$ cat src/rtl/tmr_pkg.sv
// Shared encodings for the up/down timer: modes, register addresses, flag bits.
// Assumes a 3-bit register address space.
package tmr_pkg;
    typedef enum logic [1:0] {
        M_NORM = 2'd0,
        M_CTC  = 2'd1,
        M_PWM1 = 2'd2,
        M_PWM2 = 2'd3
    } tmr_mode_e;

    localparam logic [2:0] A_CTRL = 3'd0;
    localparam logic [2:0] A_CNT  = 3'd1;
    localparam logic [2:0] A_CMPA = 3'd2;
    localparam logic [2:0] A_CMPB = 3'd3;
    localparam logic [2:0] A_MASK = 3'd4;
    localparam logic [2:0] A_FLAG = 3'd5;

    localparam int unsigned NFLAG = 3;
    localparam int unsigned NCH   = 2;
endpackage

$ cat src/rtl/tmr_core.sv
// Counter engine: holds the count and the slope direction, and advances on
// the effective tick. Assumes the load and direction-reset requests never
// coincide with each other; either one blocks the tick in that cycle.
module tmr_core
    import tmr_pkg::*;
#(
    parameter int unsigned W = 8
) (
    input  logic         clk,
    input  logic         rst_n,
    input  logic         tick,
    input  tmr_mode_e    mode,
    input  logic [W-1:0] top,
    input  logic         ld,
    input  logic [W-1:0] ld_val,
    input  logic         dir_rst,
    output logic [W-1:0] cnt,
    output logic         down,
    output logic         adv,
    output logic         at_top,
    output logic         at_bot,
    output logic         ovf_ev
);
    localparam logic [W-1:0] MAXV = '1;
    localparam logic [W-1:0] ONE  = W'(1);

    // Decode the turning points and the qualified advance.
    always_comb begin
        at_top = (cnt == top);
        at_bot = (cnt == '0);
        adv    = tick && !ld && !dir_rst;
        ovf_ev = adv && ((mode == M_PWM2) ? at_bot : (cnt == MAXV));
    end

    // Count and direction register update.
    always_ff @(posedge clk) begin
        if (!rst_n) begin
            cnt  <= '0;
            down <= 1'b0;
        end else if (ld) begin
            cnt <= ld_val;
        end else if (dir_rst) begin
            down <= 1'b0;
        end else if (adv) begin
            case (mode)
                M_NORM: cnt <= cnt + ONE;
                M_CTC, M_PWM1: cnt <= at_top ? '0 : cnt + ONE;
                default: begin
                    if (!down) begin
                        if (at_top) begin
                            down <= 1'b1;
                            cnt  <= cnt - ONE;
                        end else begin
                            cnt <= cnt + ONE;
                        end
                    end else begin
                        if (at_bot) begin
                            down <= 1'b0;
                            cnt  <= cnt + ONE;
                        end else begin
                            cnt <= cnt - ONE;
                        end
                    end
                end
            endcase
        end
    end
endmodule

$ cat src/rtl/tmr_chan.sv
// One compare channel: holding buffer, live compare value, match detection
// and waveform shaping. Assumes adv is already qualified by the core.
module tmr_chan
    import tmr_pkg::*;
#(
    parameter int unsigned W = 8
) (
    input  logic         clk,
    input  logic         rst_n,
    input  logic         adv,
    input  logic         sup,
    input  tmr_mode_e    mode,
    input  logic [W-1:0] cnt,
    input  logic         at_top,
    input  logic         at_bot,
    input  logic         down,
    input  logic         wr_buf,
    input  logic [W-1:0] wr_val,
    output logic [W-1:0] act,
    output logic         match_ev,
    output logic         wave
);
    logic [W-1:0] hold_q;
    logic         direct;
    logic         load_pt;

    // Decide whether writes are immediate and where the buffer is copied.
    always_comb begin
        direct   = (mode == M_NORM) || (mode == M_CTC);
        load_pt  = adv && (((mode == M_PWM1) && at_top) ||
                           ((mode == M_PWM2) && at_bot));
        match_ev = adv && !sup && (cnt == act);
    end

    // Holding buffer captures every software write.
    always_ff @(posedge clk) begin
        if (!rst_n)      hold_q <= '0;
        else if (wr_buf) hold_q <= wr_val;
    end

    // Live compare value: direct write or copy at the update point.
    always_ff @(posedge clk) begin
        if (!rst_n)                 act <= '0;
        else if (wr_buf && direct)  act <= wr_val;
        else if (load_pt)           act <= hold_q;
    end

    // Waveform shaping per mode.
    always_ff @(posedge clk) begin
        if (!rst_n) begin
            wave <= 1'b0;
        end else begin
            case (mode)
                M_NORM, M_CTC: if (match_ev) wave <= !wave;
                M_PWM1: begin
                    if (adv && at_top) wave <= 1'b1;
                    else if (match_ev) wave <= 1'b0;
                end
                default: if (match_ev) wave <= down;
            endcase
        end
    end
endmodule

$ cat src/rtl/tmr_flags.sv
// Sticky event flags with write-one-to-clear, mask register and combined
// interrupt request. A set event wins over a clear in the same cycle.
module tmr_flags #(
    parameter int unsigned NF = 3
) (
    input  logic          clk,
    input  logic          rst_n,
    input  logic [NF-1:0] set_ev,
    input  logic          clr_wr,
    input  logic          mask_wr,
    input  logic [NF-1:0] wr_val,
    output logic [NF-1:0] flags,
    output logic          irq
);
    logic [NF-1:0] mask_q;

    // Flag register: clear by written ones, then merge new events.
    always_ff @(posedge clk) begin
        if (!rst_n) flags <= '0;
        else        flags <= (flags & ~(clr_wr ? wr_val : '0)) | set_ev;
    end

    // Mask register.
    always_ff @(posedge clk) begin
        if (!rst_n)       mask_q <= '0;
        else if (mask_wr) mask_q <= wr_val;
    end

    // Interrupt request from enabled flags.
    always_comb irq = |(flags & mask_q);
endmodule

$ cat src/rtl/tmr8_updown.sv
// Top of the bidirectional timer: register write decode, tick source
// selection, counter engine, two compare channels and flag logic.
// Assumes both tick strobes are one clock wide and synchronous to clk.
module tmr8_updown
    import tmr_pkg::*;
#(
    parameter int unsigned W = 8
) (
    input  logic          clk,
    input  logic          rst_n,
    input  logic          tick_i,
    input  logic          ext_tick_i,
    input  logic          wr_en_i,
    input  logic [2:0]    wr_addr_i,
    input  logic [W-1:0]  wr_data_i,
    output logic [W-1:0]  count_o,
    output logic [2:0]    flags_o,
    output logic [1:0]    wave_o,
    output logic          irq_o
);
    localparam logic [W-1:0] MAXV = '1;

    tmr_mode_e             mode_q;
    logic                  run_q;
    logic                  ext_q;
    logic                  sup_q;
    logic                  qtick;
    logic                  ctrl_wr;
    logic                  cnt_wr;
    logic [W-1:0]          top_w;
    logic                  down_w;
    logic                  adv_w;
    logic                  at_top_w;
    logic                  at_bot_w;
    logic                  ovf_w;
    logic [NCH-1:0][W-1:0] act_w;
    logic [NCH-1:0]        match_w;
    logic [NCH-1:0]        wave_w;

    // Write decode and tick qualification.
    always_comb begin
        ctrl_wr = wr_en_i && (wr_addr_i == A_CTRL);
        cnt_wr  = wr_en_i && (wr_addr_i == A_CNT);
        qtick   = run_q && (ext_q ? ext_tick_i : tick_i);
        top_w   = (mode_q == M_CTC) ? act_w[0] : MAXV;
    end

    // Control register.
    always_ff @(posedge clk) begin
        if (!rst_n) begin
            mode_q <= M_NORM;
            run_q  <= 1'b0;
            ext_q  <= 1'b0;
        end else if (ctrl_wr) begin
            mode_q <= tmr_mode_e'(wr_data_i[1:0]);
            run_q  <= wr_data_i[2];
            ext_q  <= wr_data_i[3];
        end
    end

    // Match suppression after a count write, consumed by the next advance.
    always_ff @(posedge clk) begin
        if (!rst_n)     sup_q <= 1'b0;
        else if (cnt_wr) sup_q <= 1'b1;
        else if (adv_w)  sup_q <= 1'b0;
    end

    tmr_core #(.W(W)) core_i (
        .clk     (clk),
        .rst_n   (rst_n),
        .tick    (qtick),
        .mode    (mode_q),
        .top     (top_w),
        .ld      (cnt_wr),
        .ld_val  (wr_data_i),
        .dir_rst (ctrl_wr),
        .cnt     (count_o),
        .down    (down_w),
        .adv     (adv_w),
        .at_top  (at_top_w),
        .at_bot  (at_bot_w),
        .ovf_ev  (ovf_w)
    );

    for (genvar g = 0; g < NCH; g++) begin : g_ch
        logic wr_sel;
        assign wr_sel = wr_en_i && (wr_addr_i == (A_CMPA + 3'(g)));
        tmr_chan #(.W(W)) chan_i (
            .clk      (clk),
            .rst_n    (rst_n),
            .adv      (adv_w),
            .sup      (sup_q),
            .mode     (mode_q),
            .cnt      (count_o),
            .at_top   (at_top_w),
            .at_bot   (at_bot_w),
            .down     (down_w),
            .wr_buf   (wr_sel),
            .wr_val   (wr_data_i),
            .act      (act_w[g]),
            .match_ev (match_w[g]),
            .wave     (wave_w[g])
        );
    end

    tmr_flags #(.NF(NFLAG)) flags_i (
        .clk     (clk),
        .rst_n   (rst_n),
        .set_ev  ({match_w[1], match_w[0], ovf_w}),
        .clr_wr  (wr_en_i && (wr_addr_i == A_FLAG)),
        .mask_wr (wr_en_i && (wr_addr_i == A_MASK)),
        .wr_val  (wr_data_i[NFLAG-1:0]),
        .flags   (flags_o),
        .irq     (irq_o)
    );

    assign wave_o = wave_w;
endmodule

$ cat config.mk
export PLATFORM = sky130hd
export DESIGN_NAME = tmr8_updown
export DESIGN_NICKNAME = d
export VERILOG_FILES = /design/src/rtl/tmr_pkg.sv /design/src/rtl/tmr_core.sv /design/src/rtl/tmr_chan.sv /design/src/rtl/tmr_flags.sv /design/src/rtl/tmr8_updown.sv
export SDC_FILE = /design/constraint.sdc
export NUM_CORES = 1
export LEC_CHECK = 0
export ABC_AREA = 1
export BUFFER_PORTS_ARGS = -buffer_cell sky130_fd_sc_hd__buf_2
export CORE_ASPECT_RATIO = 0.9
export CORE_MARGIN = 2
export CORE_UTILIZATION = 53
export CTS_CLUSTER_DIAMETER = 80
export DETAILED_ROUTE_END_ITERATION = 8
export PLACE_DENSITY_LB_ADDON = 0.08
export SLEW_MARGIN = 25
export SYNTH_ARGS = -nofsm -noshare
export SYNTH_HDL_FRONTEND = slang
export SYNTH_SLANG_ARGS = --single-unit
$ cat constraint.sdc
create_clock -name clk -period 1.9 [get_ports clk]
set_input_delay 0.095 -clock clk [delete_from_list [all_inputs] [get_ports clk]]
set_output_delay 0.095 -clock clk [all_outputs]
set_load 0.005 [all_outputs]
==> results of run 1 <==
cells in the final DEF (no fill, tap or decap), types with 9 or more instances in the layout:
| cell | n |
|---|---|
| nand2_1 | 100 |
| dfxtp_1 | 48 |
| nor2_1 | 42 |
| a21oi_1 | 42 |
| inv_1 | 41 |
| o21ai_0 | 31 |
| buf_4 | 30 |
| buf_2 | 29 |
| inv_2 | 17 |
| xor2_1 | 17 |
| nand3_1 | 16 |
| a31oi_1 | 12 |
| nand2_2 | 9 |
flip-flops by register name, indices dropped and copies added, names as in the netlist:
| register | flops |
|---|---|
| g_ch.chan_i.act | 16 |
| g_ch.chan_i.hold_q | 16 |
| core_i.cnt | 8 |
| flags_i.flags | 3 |
| flags_i.mask_q | 3 |
| g_ch.chan_i.wave | 2 |
| mode_q | 2 |
| core_i.down | 1 |
| ext_q | 1 |
| run_q | 1 |
| sup_q | 1 |
worst max-delay path, cell delays in order (launching register included):
cell and delay, ns:
dfxtp_2 0.33, inv_2 0.07, ha_4 0.19, buf_6 0.11, a21oi_2 0.05, nor2_1 0.09, nand2_1 0.08, nor2_2 0.14
nand2_2 0.08, inv_2 0.08, nand3_4 0.09, nand2_8 0.14, buf_8 0.14, a31oi_4 0.09, a21oi_1 0.15
logic make-up (layout without fill, tap and decap cells):
logic type               count (synthesis)  in the layout  synth area share, %
AO/OA/AOI/OAI                          109            109                 19.0
XOR/XNOR                                17             17                 4.78
adder cells (fa/ha/maj)                  7              7                 2.81
buffers and inverters                   78            129                 10.5
flip-flops                              54             54                 34.7
multiplexers                             1              1                0.321
AND/OR/NAND/NOR                        194            195                 28.0
per-stage QoR:
stage	hold WS (ns)	setup slack, ns	setup TNS (ns)	area [sq um]
4_1_cts	0.0744	0.0326	0	3570
5_1_grt	0.0832	-0.131	-2.36	3700
3_3_place_gp	0.406	-0.00978	-0.00978	3460
2_1_floorplan	0.230	0.123	0	3120
6_report	0.0733	0.0196	0	3700
3_5_place_dp	0.411	-0.114	-0.926	3460
path summary, 6_finish.rpt:
path	start	end	cells past startpoint
max	mode_q[1]$_SDFFE_PN0P_	g_ch[0].chan_i.act[7]$_SDFFE_PN0P_	14
min	wr_data_i[2]	g_ch[1].chan_i.act[2]$_SDFFE_PN0P_	3
max reg2reg	mode_q[1]$_SDFFE_PN0P_	g_ch[0].chan_i.act[7]$_SDFFE_PN0P_	14
min reg2reg	g_ch[0].chan_i.hold_q[5]$_SDFFE_PN0P_	g_ch[0].chan_i.hold_q[5]$_SDFFE_PN0P_	2
report_power, final:
part | switching [uW] | total (uW) | leakage [uW] | internal [uW]
Sequential | 26.7 | 1190 | 0.000441 | 1160
Combinational | 189 | 305 | 0.00123 | 116
Clock | 384 | 640 | 0.0000444 | 256
Total | 600 | 2130 | 0.00172 | 1530
layout make-up:
cell class              instances  area, sq um  area share [%]
clock buffers                   5         68.8            1.86
clock inverters                 2         13.8           0.372
inverters                      60          230            6.22
multi-input cells             329         1800            48.7
flip-flops and latches         54         1090            29.4
well taps                      70         87.6            2.37
repair buffers                 62          408            11.0
what timing repair did:
action	CTS	global route
pin swaps	0	18
setup endpoints to repair	25	26
cloned	0	1
buffers inserted	0	4
resized for setup	4	30
metal layers:
layer | wire length [um] | vias up | GRT usage (%)
met3 | 399 | 13 | 4.31
li1 | - | 1606 | -
met4 | 88 | 0 | 6.19
met5 | 0 | - | 0
met2 | 4040 | 82 | 43.9
met1 | 4250 | 1448 | 39.2
==> impl_metrics.csv, run 1 <==
group,metric,value,unit
outcome,status,"complete, no violations",
synthesis,ys.flop_type,"dfxtp_1",
floorplan,die_y,76.7,um
synthesis,avgSynthCellArea,6.77,sq um
final_layout,syn2layout_area_growth,18.8,%
synthesis,syn_inst,460,
global_route,antenna_found_initial,0,
setup_path,crit_path_end_kind,"flop",
synthesis,synth_seq_area_share,34.7,%
placed_design,hpwlAfterDp,6.57,mm
cts,clk_path_buf_depth,2,
setup_path,rrSetupSlack,0.02,ns
synthesis,synth_top_area_share,34.7,%
synthesis,synthesis.nets,483,
sta,hold_viol,0,
hold_path,worstHoldPathType,"in2reg",
synthesis,ys_ff_latch,54,
cts,root_buffer,"clkbuf_8",
final_layout,fin_nets,535,
sta,finClkSkew,0.0101,ns
power,ir_drop,0.439,mV
setup_path,path_class,"reg2reg",
synthesis,synth_top_area_cell,"dfxtp_1",
final_layout,n_antenna_cell,0,
detailed_routing,routed_wl,8.78,mm
sta,period_needed,1.88,ns
cts,clkTransAtPathRegs,0.10,ns
power,power_density,577,nW/um^2
synthesis,synth.top_cells.by_count,"106 x nand2_1, 54 x dfxtp_1, 47 x a21oi_1",
setup_path,required,2.15,ns
global_route,grt_use_total,27.5,%
sta,timing.final.crit_share,99.0,%
floorplan,dieArea,6510,sq um
sta,worst_pin_slew,0.430,ns
final_layout,fillers,542,
sta,final-setup-viol-count,0,
placed_design,gp_congestion,0.901,
final_layout,stdcell_count,582,
synthesis,netlist_area,3120,sq um
placed_design,port_buffers,29,
cts,cts_tree,"done",
placed_design,dp.cells,570,
floorplan,placementRows,26,
cts,cts-buffers-inserted,5,
global_route,grt_max_degree,26,
detailed_routing,wl_per_cell,15.1,um
synthesis,yosys-top-cells-area,"dfxtp_1 35%, nand2_1 13%, a21oi_1 7.6%",
floorplan,initial_core_util,54.7,%
detailed_routing,route.detailed.drc,0,
global_route,grt_pass1_vias,2947,
sta,rsz0062_at_grt,"true",
cts,cts_hold_buf,0,
synthesis,synth_edf_count,0,
setup_path,start_kind,"flop",
detailed_routing,vias,3149,
synthesis,synth.most_common_cell,"nand2_1",
sta,slew_viol_final,0,
floorplan,chipWidth,84.8,um
setup_path,cp_max_fo,8,
run,cap_violations,0,
final_layout,fin_util,65.0,%
cts,cts_max_level,2,
cts,cts.sinks,54,
detailed_routing,first_iter_violations,207,
cts,insertion_delay,0.31,ns
detailed_routing,first_pass_iters,5,
synthesis,async_flop_share,0,%
sta,max_freq,532,MHz
power,leakage,0.00172,uW
setup_path,arrival,2.13,ns
floorplan,boundaryPins,30,
global_route,grt_first_pass_wirelength,14.4,mm
detailed_routing,route.antenna.remaining_nets,0,
final_layout,drive_above_1_share,25.0,%
synthesis,synth_cell_types,34,
floorplan,core-area,5690,sq um
power,total_power,2130,uW
synthesis,ys_warn_count,0,
sta,maxSlewHeadroom,71.2,%
global_route,grt_overflow,0,
detailed_routing,vias_per_cell,5.41,
Power figures use the tool's default switching activity.
==> run 2, diff against run 1 <==
BUFFER_PORTS_ARGS = default   (was -buffer_cell sky130_fd_sc_hd__buf_2)
CORE_UTILIZATION = 55   (was 53)
DONT_BUFFER_PORTS = 1   (was default)
==> impl_metrics.csv, run 2 (synthesis gave the netlist of run 1 again) <==
group,metric,value,unit
placed_design,dpl_cell_area,3320,sq um
power,power_density,576,nW/um^2
floorplan,initial_core_util,58.2,%
global_route,grt_first_pass_wirelength,14.7,mm
floorplan,core-area,5350,sq um
sta,rsz0062_at_grt,"true",
setup_path,rrSetupSlack,0.03,ns
hold_path,whs_endpoint,"g_ch[0].chan_i.hold_q[5]$_SDFFE_PN0P_",
cts,cts_tree,"done",
sta,maxSlewHeadroom,45.7,%
global_route,grt_use_total,29.8,%
setup_path,arrival,2.12,ns
sta,max_freq,534,MHz
power,seqPwrFrac,54.3,%
sta,period_needed,1.87,ns
cts,cts_max_level,2,
setup_path,cpMaxStageDelayCell,"dfxtp_2",
sta,hold_viol,0,
detailed_routing,vias,3196,
placed_design,gp_congestion,0.904,
final_layout,final_cell_area,3800,sq um
floorplan,placementRows,25,
placed_design,port_buffers,0,
setup_path,start_kind,"flop",
global_route,antenna_found_initial,0,
final_layout,final_common_cell,"nand2_1",
setup_path,path_class,"reg2reg",
cts,insertion_delay,0.31,ns
sta,slew_viol_final,0,
power,p_sw,625,uW
floorplan,boundaryPins,30,
final_layout,final_cell_mix,"102 x nand2_1, 50 x dfxtp_1, 47 x a21oi_1",
detailed_routing,routed_wl,9.31,mm
cts,clk_path_buf_depth,2,
setup_path,rr_startpoint,"mode_q[1]$_SDFFE_PN0P_",
detailed_routing,route.antenna.remaining_nets,0,
detailed_routing,wl_per_cell,16.2,um
setup_path,r2r_end,"g_ch[0].chan_i.act[1]$_SDFFE_PN0P_",
global_route,grt_max_degree,26,
sta,timing.final.crit_share,98.5,%
setup_path,crit_path_end_kind,"flop",
setup_path,path_cells,"inv_2 -> ha_4 -> inv_4 -> nand2_1 -> nand2_1 -> nor2_1 -> nand2_1 -> nor2_2 -> nand2_1 -> inv_2 -> nand3_4 -> nand2_8 -> buf_8 -> a31oi_1 -> a21oi_1",
floorplan,dieArea,6280,sq um
sta,worst_pin_slew,0.813,ns
global_route,grt_overflow,0,
power,leakage,0.00167,uW
cts,clkTransAtPathRegs,0.11,ns
power,swShare,28.5,%
outcome,status,"complete, no violations",
power,ir_drop,0.709,mV
setup_path,max_stage_delay,0.34,ns
global_route,grtUsageMet2,50.8,%
final_layout,syn2layout_area_growth,21.9,%
run,cap_violations,0,
sta,final-setup-viol-count,0,
final_layout,drive_above_1_share,18.1,%
final_layout,regArea,1090,sq um
global_route,grt_pass1_vias,3004,
detailed_routing,route.detailed.drc,0,
global_route,grt_util_met3,5.53,%
floorplan,chipWidth,83.3,um
cts,cts.sinks,54,
power,clockPowerShare,31.5,%
power,combPwrFrac,14.2,%
placed_design,hpwlAfterDp,6.50,mm
cts,cts-buffers-inserted,5,
global_route,grt-busiest-layer,"met2",
hold_path,holdPathStages,3,
global_route,grt_util_met1,39.7,%
setup_path,path_common_cell,"nand2_1",
placed_design,dp.cells,538,
final_layout,fillers,476,
power,p_int,1560,uW
detailed_routing,vias_per_cell,5.57,
detailed_routing,first_iter_violations,236,
final_layout,multiInputGateArea,1800,sq um
final_layout,n_antenna_cell,0,
detailed_routing,first_pass_iters,5,
floorplan,die_y,75.4,um
final_layout,stdcell_count,574,
cts,root_buffer,"clkbuf_8",
setup_path,cp_max_fo,8,
sta,finClkSkew,0.0175,ns
final_layout,reg_top3,"g_ch.chan_i.act: 16 flops, g_ch.chan_i.hold_q: 16 flops, core_i.cnt: 8 flops",
setup_path,required,2.14,ns
setup_path,rr_worst_depth,15,
hold_path,worstHoldPathType,"in2reg",
hold_path,hold_path_startpoint,"wr_addr_i[0]",
final_layout,fin_nets,529,
==> run 2: changes by cell type in the layout (fill, tap and decap cells not counted), sizes merged <==
cell         before  now
dlygate4sd3       0   23
inv              61   62
clkinv            1    0
buf              62   34
clkinvlp          0    1
nor2             49   48
==> run 2: layer usage <==
| layer | vias up | wire [um] |
|---|---|---|
| met3 | 18 | 748 |
| li1 | 1590 | - |
| met1 | 1457 | 4080 |
| met2 | 131 | 4310 |
| met5 | - | 0 |
| met4 | 0 | 174 |
==> run 2: timing repair <==
| item | in CTS | in global routing |
|---|---|---|
| gates resized for setup | 6 | 26 |
| endpoints found under the hold margin | 35 | 0 |
| setup buffers | 0 | 5 |
| pin swaps | 0 | 17 |
| hold buffers | 23 | 0 |
| setup endpoints to repair | 25 | 29 |
==> run 2: power groups by stage <==
stage	Sequential (uW)	Combinational [uW]	Clock [uW]
floorplan	1200	189	0
global placement	1210	246	0
finish	1190	311	690
CTS	1190	289	699
global route	1190	344	734
detailed placement	1210	250	0
==> run 2: area by class of cell <==
cell class | count | area share [%]
multi-input cells | 328 | 47.3
flip-flops and latches | 54 | 28.6
repair buffers | 57 | 13.3
inverters | 60 | 6.06
well taps | 67 | 2.21
clock buffers | 5 | 1.81
clock inverters | 3 | 0.725
==> run 2: worst max-delay path by stage <==
stage	from	end	slack, ns
floorplan	mode_q[1]$_SDFFE_PN0P_	core_i.cnt[7]$_SDFFE_PN0P_	0.12
global placement	mode_q[1]$_SDFFE_PN0P_	g_ch[0].chan_i.act[3]$_SDFFE_PN0P_	-0.05
detailed placement	mode_q[1]$_SDFFE_PN0P_	g_ch[0].chan_i.act[3]$_SDFFE_PN0P_	-0.13
CTS	mode_q[0]$_SDFFE_PN0P_	g_ch[1].chan_i.act[3]$_SDFFE_PN0P_	0.001
global route	mode_q[1]$_SDFFE_PN0P_	g_ch[0].chan_i.act[1]$_SDFFE_PN0P_	-0.12
finish	mode_q[1]$_SDFFE_PN0P_	g_ch[0].chan_i.act[1]$_SDFFE_PN0P_	0.03
==> run 2: metrics by stage <==
step,hold WS [ns],setup WS (ns),util (%),setup TNS (ns),total power (uW)
6_report,0.00939,0.0287,71.0,0,2190
5_1_grt,0.0241,-0.122,71.0,-1.48,2270
4_1_cts,0.00967,0.00110,68.6,0,2180
3_5_place_dp,0.222,-0.131,62.0,-1.82,1460
3_3_place_gp,0.222,-0.0508,62.0,-0.242,1460
2_1_floorplan,0.230,0.123,-,0,1390
==> run 2: worst max-delay path, delay by kind of cell (launching register included) <==
kind	cells	cell delay (ns)
AO/OA/AOI/OAI	2	0.23
AND/OR/NAND/NOR	8	0.71
buffers and inverters	4	0.35
adder cells (fa/ha/maj)	1	0.19
flip-flops	1	0.34
==> run 3, diff against run 2 <==
clock period = 1.8 ns   (was 1.9 ns; I/O delays follow)
==> impl_metrics.csv, run 3 (synthesis gave the netlist of run 1 again) <==
group,metric,value,unit
setup_path,rr_startpoint,"mode_q[1]$_SDFFE_PN0P_",
power,ir_drop,0.462,mV
sta,setup_tns,-1.03,ns
setup_path,cp_max_fo,8,
hold_path,hold_path_startpoint,"rst_n",
cts,cts-buffers-inserted,5,
sta,timing.final.crit_share,106,%
sta,max_freq,522,MHz
final_layout,drive_above_1_share,22.3,%
setup_path,rr_worst_depth,15,
sta,hold_viol,7,
setup_path,r2r_end,"g_ch[0].chan_i.act[4]$_SDFFE_PN0P_",
final_layout,final_cell_mix,"96 x nand2_1, 50 x dfxtp_1, 42 x a21oi_1",
global_route,grt_use_total,29.7,%
sta,setup_ws,-0.116,ns
setup_path,rrSetupSlack,-0.12,ns
global_route,grt_overflow,0,
global_route,antenna_found_initial,0,
power,leakage,0.00172,uW
detailed_routing,routed_wl,9.26,mm
detailed_routing,vias_per_cell,5.59,
placed_design,gp_congestion,0.911,
final_layout,reg_top3,"g_ch.chan_i.act: 16 flops, g_ch.chan_i.hold_q: 16 flops, core_i.cnt: 8 flops",
detailed_routing,first_iter_violations,226,
final_layout,fin_nets,542,
floorplan,dieArea,6280,sq um
run,cap_violations,0,
final_layout,syn2layout_area_growth,27.2,%
detailed_routing,first_pass_iters,5,
sta,fin_hold_ws,-0.122,ns
setup_path,crit_path_end_kind,"flop",
sta,final-setup-viol-count,22,
cts,cts_hold_buf,30,
setup_path,max_stage_delay,0.34,ns
hold_path,holdPathStages,2,
setup_path,cpMaxStageDelayCell,"dfxtp_2",
detailed_routing,route.antenna.remaining_nets,0,
detailed_routing,wl_per_cell,15.8,um
cts,cts_max_level,2,
global_route,grt_max_degree,31,
cts,cts.sinks,54,
placed_design,port_buffers,0,
final_layout,n_antenna_cell,0,
global_route,grt_pass1_vias,3099,
setup_path,path_cells,"inv_2 -> ha_4 -> inv_4 -> nand2_2 -> nand2_2 -> nor2_1 -> nand2_1 -> nor2_2 -> nand2_1 -> inv_2 -> nand3_4 -> buf_12 -> nand2_4 -> a31oi_1 -> a21oi_2",
floorplan,boundaryPins,30,
placed_design,hpwlAfterDp,6.38,mm
outcome,violations,"negative hold slack, negative setup slack",
setup_path,path_class,"reg2reg",
floorplan,die_y,75.4,um
floorplan,core-area,5350,sq um
hold_path,whs_endpoint,"g_ch[1].chan_i.act[7]$_SDFFE_PN0P_",
detailed_routing,vias,3281,
sta,worst_pin_slew,0.880,ns
setup_path,start_kind,"flop",
floorplan,placementRows,25,
setup_path,arrival,2.14,ns
sta,period_needed,1.92,ns
sta,maxSlewHeadroom,41.3,%
final_layout,final_common_cell,"nand2_1",
cts,root_buffer,"clkbuf_8",
detailed_routing,route.detailed.drc,0,
sta,finClkSkew,0.0144,ns
sta,slew_viol_final,0,
final_layout,fillers,448,
floorplan,initial_core_util,58.2,%
cts,insertion_delay,0.31,ns
outcome,status,"complete, but fails checks",
cts,clkTransAtPathRegs,0.11,ns
hold_path,worstHoldPathType,"in2reg",
power,power_density,595,nW/um^2
setup_path,required,2.03,ns
sta,rsz0062_at_grt,"true",
floorplan,chipWidth,83.3,um
cts,cts_tree,"done",
global_route,grt_first_pass_wirelength,14.9,mm
cts,clk_path_buf_depth,2,
-- run 3: cell types whose count changed in the layout (fill, tap and decap cells not counted), sizes merged --
cell         delta
dlygate4sd3     +6
buf             +5
clkbuf          +2
inv             -2
clkinv          +1
clkinvlp        -1
nand2           +1
nor2            +1
-- run 3: power by group --
group,internal (uW),switching [uW],total (uW)
clock,354,413,767
combinational,146,193,339
sequential,1230,26.5,1250
total,1730,633,2360
-- run 3: area by class of cell --
class                      instances  area (sq um)  area share, %
clock buffer                       7          96.3           2.43
clock inverter                     1          8.76          0.221
inverter                          60           230           5.81
multi-input combinational        330          1860           46.8
sequential                        54          1090           27.4
tap                               67          83.8           2.11
timing repair buffer              68           603           15.2
-- run 3: worst max-delay path: cells and delay by family, from the launching register on --
| family | cells | cell delay (ns) |
|---|---|---|
| compound gates | 2 | 0.25 |
| fa+ha+maj | 1 | 0.19 |
| flops | 1 | 0.34 |
| buf+inv | 4 | 0.36 |
| simple gates | 8 | 0.69 |
-- run 3: routing by layer --
metal  wire length, um  part of all wire [%]  GRT usage (%)  vias up
li1                  -                     -              -     1615
met1              4170                    45           39.2     1524
met2              4330                    47           52.4      123
met3               621                   6.7           5.63       19
met4               143                   1.5           5.46        0
met5                 0                     0              0        -
-- run 3: how the worst max path moves through the flow --
stage,start,slack [ns],end,cells after the start
6_report,mode_q[1]$_SDFFE_PN0P_,-0.12,g_ch[0].chan_i.act[4]$_SDFFE_PN0P_,15
5_1_grt,mode_q[1]$_SDFFE_PN0P_,-0.26,g_ch[0].chan_i.act[4]$_SDFFE_PN0P_,15
4_1_cts,mode_q[1]$_SDFFE_PN0P_,-0.04,g_ch[1].chan_i.act[3]$_SDFFE_PN0P_,17
3_5_place_dp,mode_q[1]$_SDFFE_PN0P_,-0.22,core_i.cnt[7]$_SDFFE_PN0P_,15
3_3_place_gp,mode_q[1]$_SDFFE_PN0P_,-0.12,core_i.cnt[7]$_SDFFE_PN0P_,15
2_1_floorplan,mode_q[1]$_SDFFE_PN0P_,0.02,core_i.cnt[7]$_SDFFE_PN0P_,16
-- run 3: repair_timing --
action	4_1_cts	5_1_grt
gates cloned	2	0
resized for setup	12	32
buffers inserted	1	6
pin swaps	9	21
endpoints found under the hold margin	35	7
setup endpoints to repair	25	28
-- run 3: per-stage QoR --
stage / cell area, sq um / instances / setup WS (ns) / power [uW] / utilization [%]
2_1_floorplan: 3120 / 460 / 0.0233 / 1470 / -
3_3_place_gp: 3340 / 541 / -0.121 / 1540 / 62.4
3_5_place_dp: 3340 / 541 / -0.224 / 1550 / 62.4
4_1_cts: 3810 / 582 / -0.0386 / 2330 / 71.2
5_1_grt: 3960 / 587 / -0.259 / 2430 / 74.1
6_report: 3960 / 587 / -0.116 / 2360 / 74.1
